File: src/rtl/trap_seq_pkg.sv
// Shared types and constants for the privileged trap sequencer.
// Assumes a 32-entry integer file; the shadowed set is fixed.
package trap_seq_pkg;

    typedef enum logic [4:0] {
        TC_NONE    = 5'd0,
        TC_RESET   = 5'd1,
        TC_MCHK    = 5'd2,
        TC_ARITH   = 5'd3,
        TC_INTR    = 5'd4,
        TC_DMISS_N = 5'd5,
        TC_DMISS_H = 5'd6,
        TC_ALIGN   = 5'd7,
        TC_DFAULT  = 5'd8,
        TC_DACV    = 5'd9,
        TC_IMISS   = 5'd10,
        TC_IFAULT  = 5'd11,
        TC_IACV    = 5'd12,
        TC_UNIMP   = 5'd13,
        TC_FPDIS   = 5'd14,
        TC_PRIV    = 5'd15,
        TC_IOVF    = 5'd16
    } tcode_e;

    localparam int          NSHD      = 8;
    localparam int          OFS_W     = 16;
    localparam logic [15:0] RESET_OFS = 16'h0001;
    localparam int          STEP      = 4;

    // True when the code is one the sequencer accepts
    function automatic logic code_known(input logic [4:0] c);
        return (c >= 5'd1) && (c <= 5'd16);
    endfunction

    // True when the register index has a shadow copy
    function automatic logic banked(input int idx);
        return ((idx >= 8) && (idx <= 14)) || (idx == 25);
    endfunction

    // Shadow slot that holds a banked register
    function automatic logic [2:0] slot(input int idx);
        return (idx == 25) ? 3'd7 : 3'(idx - 8);
    endfunction

endpackage

File: src/rtl/trp_vec_lut.sv
// Fault-code to vector-offset lookup, plus the skip-instruction flag.
// Assumes the code has already been qualified as known.
module trp_vec_lut
    import trap_seq_pkg::*;
(
    input  tcode_e             code,
    output logic [OFS_W-1:0]   ofs,
    output logic               skip
);

    // Map each code to its handler offset
    always_comb begin
        case (code)
            TC_RESET:             ofs = 16'h0001;
            TC_MCHK:              ofs = 16'h0401;
            TC_ARITH, TC_IOVF:    ofs = 16'h0501;
            TC_INTR:              ofs = 16'h0101;
            TC_DMISS_N:           ofs = 16'h0201;
            TC_DMISS_H:           ofs = 16'h0281;
            TC_ALIGN:             ofs = 16'h0301;
            TC_DFAULT, TC_DACV:   ofs = 16'h0381;
            TC_IMISS, TC_IFAULT:  ofs = 16'h0181;
            TC_IACV:              ofs = 16'h0081;
            TC_UNIMP:             ofs = 16'h0481;
            TC_FPDIS:             ofs = 16'h0581;
            TC_PRIV:              ofs = 16'h2001;
            default:              ofs = 16'h0000;
        endcase
    end

    // Trap-type faults resume after the trapping instruction
    assign skip = (code == TC_PRIV) || (code == TC_ARITH);

endmodule

File: src/rtl/trp_bank_ctl.sv
// Bank-select flop with a sticky error for redundant swap requests.
// Assumes at most one swap request per cycle; resets to the shadow bank.
module trp_bank_ctl (
    input  logic clk,
    input  logic rst_n,
    input  logic swap_req,
    input  logic req_bank,
    output logic bank_sel,
    output logic swap_err
);

    logic bank_q, err_q;

    // Flip the bank on a legal request, flag an illegal one
    always_ff @(posedge clk) begin
        if (!rst_n) begin
            bank_q <= 1'b1;
            err_q  <= 1'b0;
        end else if (swap_req) begin
            if (req_bank == bank_q) err_q  <= 1'b1;
            else                    bank_q <= req_bank;
        end
    end

    assign bank_sel = bank_q;
    assign swap_err = err_q;


    err_sticky_chk: assert property (@(posedge clk) disable iff (!rst_n)
        err_q |=> err_q);


    bad_swap_hold_chk: assert property (@(posedge clk) disable iff (!rst_n)
        (swap_req && (req_bank == bank_q)) |=> ($stable(bank_q) && err_q));

endmodule

File: src/rtl/trp_bank_rf.sv
// Integer register file with shadow copies of a fixed register subset.
// Assumes bank_sel is the select in force before the clock edge.
module trp_bank_rf
    import trap_seq_pkg::*;
#(
    parameter int XLEN = 64,
    parameter int NREG = 32,
    localparam int IW  = $clog2(NREG)
) (
    input  logic            clk,
    input  logic            rst_n,
    input  logic            bank_sel,
    input  logic            wr_en,
    input  logic [IW-1:0]   wr_idx,
    input  logic [XLEN-1:0] wr_data,
    input  logic [IW-1:0]   rd_idx,
    output logic [XLEN-1:0] rd_data
);

    logic [XLEN-1:0] gpr_q [NREG];
    logic [XLEN-1:0] shd_q [NSHD];
    logic [NREG-1:0] bmask;

    // Constant mask of registers that own a shadow copy
    for (genvar g = 0; g < NREG; g++) begin : g_mask
        assign bmask[g] = banked(g);
    end

    logic wr_shd, rd_shd;
    assign wr_shd = bank_sel && bmask[wr_idx];
    assign rd_shd = bank_sel && bmask[rd_idx];

    // Store a write into the bank selected before this edge
    always_ff @(posedge clk) begin
        if (!rst_n) begin
            for (int i = 0; i < NREG; i++) gpr_q[i] <= '0;
            for (int i = 0; i < NSHD; i++) shd_q[i] <= '0;
        end else if (wr_en) begin
            if (wr_shd) shd_q[slot(int'(wr_idx))] <= wr_data;
            else        gpr_q[wr_idx]             <= wr_data;
        end
    end

    // Read through the currently selected bank
    assign rd_data = rd_shd ? shd_q[slot(int'(rd_idx))] : gpr_q[rd_idx];

endmodule

File: src/rtl/priv_trap_seq.sv
// Trap entry / handler return sequencer with shadow register bank.
// Assumes handler mode is PC bit 0 and all outputs are registered.
module priv_trap_seq
    import trap_seq_pkg::*;
#(
    parameter int XLEN = 64,
    parameter int NREG = 32,
    localparam int IW  = $clog2(NREG)
) (
    input  logic            clk,
    input  logic            rst_n,
    input  logic            trap_valid,
    input  logic [4:0]      trap_code,
    input  logic [XLEN-1:0] cur_pc,
    input  logic            hret,
    input  logic [XLEN-1:0] hbase,
    input  logic            wr_en,
    input  logic [IW-1:0]   wr_idx,
    input  logic [XLEN-1:0] wr_data,
    input  logic [IW-1:0]   rd_idx,
    output logic [XLEN-1:0] rd_data,
    output logic            redir_valid,
    output logic [XLEN-1:0] redir_pc,
    output logic [XLEN-1:0] redir_npc,
    output logic [XLEN-1:0] exc_addr,
    output logic            shadow_sel,
    output logic            swap_err
);

    logic            trap_ok, ret_ok, eff_trap, in_h;
    tcode_e          eff_code;
    logic [OFS_W-1:0] ofs;
    logic            skip;
    logic            swap_req, req_bank;
    logic [XLEN-1:0] pc_q, npc_q, exc_q, nxt_pc, nxt_exc;
    logic            valid_q;

    // Qualify strobes: a trap outranks a return
    assign trap_ok  = trap_valid && code_known(trap_code);
    assign ret_ok   = hret && !trap_ok;
    assign in_h     = cur_pc[0];
    assign eff_trap = trap_ok || (ret_ok && !in_h);
    assign eff_code = trap_ok ? tcode_e'(trap_code) : TC_UNIMP;

    trp_vec_lut u_lut (
        .code (eff_code),
        .ofs  (ofs),
        .skip (skip)
    );

    // Work out the next redirect, restart address and swap request
    always_comb begin
        nxt_pc   = pc_q;
        nxt_exc  = exc_q;
        swap_req = 1'b0;
        req_bank = 1'b0;
        if (eff_trap) begin
            if (!((eff_code == TC_INTR) && in_h))
                nxt_exc = cur_pc + (skip ? XLEN'(STEP) : '0);
            if (!in_h) begin
                swap_req = 1'b1;
                req_bank = 1'b1;
            end
            nxt_pc = hbase + XLEN'(ofs);
        end else if (ret_ok) begin
            nxt_pc = exc_q;
            if (!exc_q[0]) begin
                swap_req = 1'b1;
                req_bank = 1'b0;
            end
        end
    end

    // Register redirect and restart state
    always_ff @(posedge clk) begin
        if (!rst_n) begin
            pc_q    <= hbase + XLEN'(RESET_OFS);
            npc_q   <= hbase + XLEN'(RESET_OFS) + XLEN'(STEP);
            exc_q   <= '0;
            valid_q <= 1'b0;
        end else begin
            valid_q <= eff_trap || ret_ok;
            exc_q   <= nxt_exc;
            if (eff_trap || ret_ok) begin
                pc_q  <= nxt_pc;
                npc_q <= nxt_pc + XLEN'(STEP);
            end
        end
    end

    trp_bank_ctl u_bank (
        .clk      (clk),
        .rst_n    (rst_n),
        .swap_req (swap_req),
        .req_bank (req_bank),
        .bank_sel (shadow_sel),
        .swap_err (swap_err)
    );

    trp_bank_rf #(.XLEN(XLEN), .NREG(NREG)) u_rf (
        .clk      (clk),
        .rst_n    (rst_n),
        .bank_sel (shadow_sel),
        .wr_en    (wr_en),
        .wr_idx   (wr_idx),
        .wr_data  (wr_data),
        .rd_idx   (rd_idx),
        .rd_data  (rd_data)
    );

    assign redir_valid = valid_q;
    assign redir_pc    = pc_q;
    assign redir_npc   = npc_q;
    assign exc_addr    = exc_q;


    intr_keep_exc_chk: assert property (@(posedge clk) disable iff (!rst_n)
        (eff_trap && (eff_code == TC_INTR) && in_h) |=> $stable(exc_addr));


    enter_swap_chk: assert property (@(posedge clk) disable iff (!rst_n)
        (eff_trap && !in_h && !shadow_sel) |=> shadow_sel);


    ret_target_chk: assert property (@(posedge clk) disable iff (!rst_n)
        (ret_ok && in_h) |=> (redir_pc == $past(exc_addr)) && redir_valid);


    ret_keep_bank_chk: assert property (@(posedge clk) disable iff (!rst_n)
        (ret_ok && in_h && exc_addr[0]) |=> $stable(shadow_sel));

endmodule

File: config.mk
export PLATFORM = sky130hd
export DESIGN_NAME = priv_trap_seq
export DESIGN_NICKNAME = d
export VERILOG_FILES = /design/src/rtl/trap_seq_pkg.sv /design/src/rtl/trp_vec_lut.sv /design/src/rtl/trp_bank_ctl.sv /design/src/rtl/trp_bank_rf.sv /design/src/rtl/priv_trap_seq.sv
export SDC_FILE = /design/constraint.sdc
export NUM_CORES = 2
export LEC_CHECK = 0
export BUFFER_PORTS_ARGS = -buffer_cell sky130_fd_sc_hd__buf_2
export CELL_PAD_IN_SITES_DETAIL_PLACEMENT = 1
export CELL_PAD_IN_SITES_GLOBAL_PLACEMENT = 2
export CORE_MARGIN = 8
export CORE_UTILIZATION = 30
export DETAILED_ROUTE_END_ITERATION = 7
export GPL_TIMING_DRIVEN = 0
export PLACE_DENSITY = 0.64
export SETUP_SLACK_MARGIN = 0.05
export SLEW_MARGIN = 30
export SYNTH_ARGS = -nofsm -noshare
export SYNTH_HDL_FRONTEND = slang
export SYNTH_SLANG_ARGS = --single-unit
File: constraint.sdc
create_clock -name clk -period 21.4 [get_ports clk]
set_clock_uncertainty 0.05 [all_clocks]
set_input_delay 3.21 -clock clk [delete_from_list [all_inputs] [get_ports clk]]
set_output_delay 3.21 -clock clk [all_outputs]
set_load 0.01 [all_outputs]
==> out/summary.txt <==
Status: complete, but fails checks
Failing checks: DRC
Syn Nets: 9266
# IOs: 471
Largest fanout on the critical path: 10
Comb power frac: 10.2%
Mux contribution to synthesized area: 12.7%
Period minus WS final: 11730 ps
DPL Wire Length: 400 mm
Mapped Avg Cell Area: 14.4 µm²
Gpl congestion: 0.884
Synth Area in Simple Gates: 16.3%
Resized cells post-CTS: 0
DRC: 1
CTS max path bufs: 4
Post-detailed-route count of antenna-violating nets: 0
Core Box Area: 434000 µm²
Tcrit/Tclk final: 54.8%
Area growth syn-to-layout: 20.3%
Internal power: 9800 µW
Routed WL per cell: 31.7 µm
Register share of total power: 47.4%
DR iter-0 viols: 7991
Synth top area share: 61.8%
Clock power frac: 42.4%
Ys flop type: edfxtp_1
Fmax: 85.3 MHz
Sink Count: 2753
Share of cells above drive strength 1: 20.6%
Tot GR Track Use: 21.7%
Global-route wire length before repair: 699 mm
Kind of critical path: in -> out
Drt total wl: 510 mm
Synth warn: 0
Post-Synth Adder-Cell Area: 0.134%
DR vias/cell: 5.21
Cts bufs inserted: 324
Initial antenna violation count: 136
Post-synthesis cell area: 131000 µm²
# rows: 242
RSZ-0062 raised after global routing: false
Final nets: 10.2k
Post-Syn Instances: 9040
CP endpoint kind: output pin
Final setup violation count: 0
Final setup margin: 9670 ps
Post CTS Setup Buffer Count: 0
Place WS: 8950 ps
Synth unique cells: 99
Most frequent cell after synthesis: edfxtp_1
Required @ worst endpoint: 18140 ps
Worst hold path type: reg -> reg
Critical Path AT: 8470 ps
Pwr Density: 83.7 nW/µm²
Clock Tree Root: clkbuf_16
P_leak: 0.0565 µW
Clk Latency, worst-skew pair: 940 ps
Die span in y: 676 µm
Initial Util: 30.1%
IO buf count: 376
Slew Viols, Final: 0
DIE AREA: 456000 µm²
Post-synthesis sequential area ratio: 62.8%
DRT Pass-1 Iters: 8
Synthesized flop and latch total: 2753
Compound-Gate Fraction of Synth Area: 3.91%
CTS Hold Bufs: 0
Switching power: 3340 µW
Hold violation total from the final report: 0
Number of global-route vias before repair: 88.6k
Relative slew slack: 27.2%
Synth cell count leaders: 2686 x edfxtp_1, 2445 x and2_1, 775 x clkbuf_1, 640 x mux4_2, 270 x nor2_1
Max Cap Viol: 0
Worst Tran Pin Value: 1060 ps
H-tree levels: 5
Critical path startpoint category: input pin
Post-synth EDFFs: 2686
Via count: 83.8k
Largest net degree at the start of global routing: 50
Switching share of power: 25.4%
Ys async rst share: 0%
Synth area leader: edfxtp_1
Clock Pin Slew Worst Setup and Hold Paths: 70 ps
Largest family of logic cells by synthesized area: simple AND/OR/NAND/NOR gates
Final setup TNS: 0 ps
CTS tree: yes
Maximum vdd drop: 0.0580 mV
Grt total ovfl: 0
Xor-xnor portion of the synthesized cell area: 1.30%
Die X: 676 µm
Most area-consuming cells after synthesis: edfxtp_1 62%, and2_1 12%, mux4_2 11%, clkbuf_1 2.2%, a211oi_1 1.2%
-- per-layer routing --
metal | track usage [%] | up-vias | wire (µm)
met5 | 0 | - | 392
met4 | 8.43 | 60 | 21600
met3 | 4.54 | 876 | 37000
met2 | 37.7 | 3117 | 253000
met1 | 26.4 | 44055 | 199000
li1 | - | 35659 | -
-- final timing paths --
| kind | from | endpoint | slack [ps] | cells after the start |
|---|---|---|---|---|
| max | rd_idx[1] | rd_data[13] | 9670 | 12 |
| min | u_bank.swap_err | u_bank.swap_err | 440 | 2 |
| max reg2reg | u_bank.bank_sel | u_rf.shd_q[1][14] | 16990 | 8 |
| min reg2reg | u_bank.swap_err | u_bank.swap_err | 440 | 2 |
-- metrics by stage --
step           cell area [µm²]  hold slack (ps)  util, %  power [µW]  cells
2_1_floorplan           131000              461        -        6970   9040
3_3_place_gp            140000              411     32.2        7610  15150
3_5_place_dp            146000              429     33.7        7680  15369
4_1_cts                 157000              449     36.1       13200  15958
5_1_grt                 157000              460     36.2       13500  16016
6_report                157000              443     36.2       13100  16086
-- critical path, cell delays in order --
cell and delay, ps:
clkbuf_1 280, clkbuf_2 470, buf_16 210, clkbuf_4 510, clkbuf_1 810, a21oi_1 160
o211ai_1 520, clkbuf_2 600, clkbuf_1 600, a211oi_1 260, a21oi_1 520, buf_2 240
-- power groups by stage --
stage / clock network, µW / registers (µW) / logic [µW]
final: 5570 / 6230 / 1340
after global routing: 5850 / 6250 / 1400
after CTS: 5670 / 6230 / 1340
after detailed placement: 0 / 6340 / 1340
after global placement: 0 / 6420 / 1190
after floorplan: 0 / 6340 / 623
-- layout by cell type (no fill, tap or decap), drive strengths merged, types with 25 or more instances in the layout --
| cell type | netlist | layout |
|---|---|---|
| edfxtp | 2686 | 2686 |
| a211oi | 203 | 203 |
| nand4 | 65 | 65 |
| bufinv | 0 | 30 |
| nor3 | 54 | 54 |
| diode | 0 | 126 |
| xnor2 | 107 | 107 |
| nor4 | 48 | 48 |
| nand2 | 157 | 157 |
| clkbuf | 776 | 1184 |
| o21ai | 106 | 106 |
| a31oi | 25 | 25 |
| clkinv | 1 | 145 |
| nor2b | 77 | 77 |
| mux2 | 70 | 70 |
| and3 | 165 | 165 |
| xor2 | 84 | 84 |
| dfxtp | 67 | 67 |
| a222oi | 65 | 65 |
| nand3b | 30 | 30 |
| inv | 68 | 81 |
| mux2i | 138 | 138 |
| a21oi | 185 | 185 |
| nor2 | 270 | 270 |
| buf | 123 | 703 |
| mux4 | 640 | 640 |
| and2 | 2446 | 2446 |
| nand3 | 110 | 110 |
-- kinds of logic (layout without fill, tap and decap cells) --
logic type,Yosys count,in the layout
and+or+nand+nor,3535,3535
DFF,2753,2753
buffers and inverters,968,2154
muxes,848,848
AOI/OAI and AO/OA,731,731
xor gates and xnor gates,191,191
adders and majority gates,14,14
other,0,126
-- registers in the layout, summed over array words and instances, names as in the netlist --
signal / flops
redir_npc: 62
u_rf.gpr_q: 2048
exc_addr: 64
u_rf.shd_q: 512
redir_pc: 64
u_bank.bank_sel: 1
u_bank.swap_err: 1
redir_valid: 1
-- cell type report --
class                           instances  area, µm²
Sequential cell                      2753      82000
Multi-Input combinational cell       5319      45600
Timing Repair Buffer                  597       7570
Buffer                                899       3620
Fill cell                           44815     277000
Antenna cell                          126        315
Inverter                               69        259
Clock buffer                          392       8450
Clock inverter                        197       2060
Tap cell                             5734       7170
Note: power is estimated with default switching activity, not from simulation.
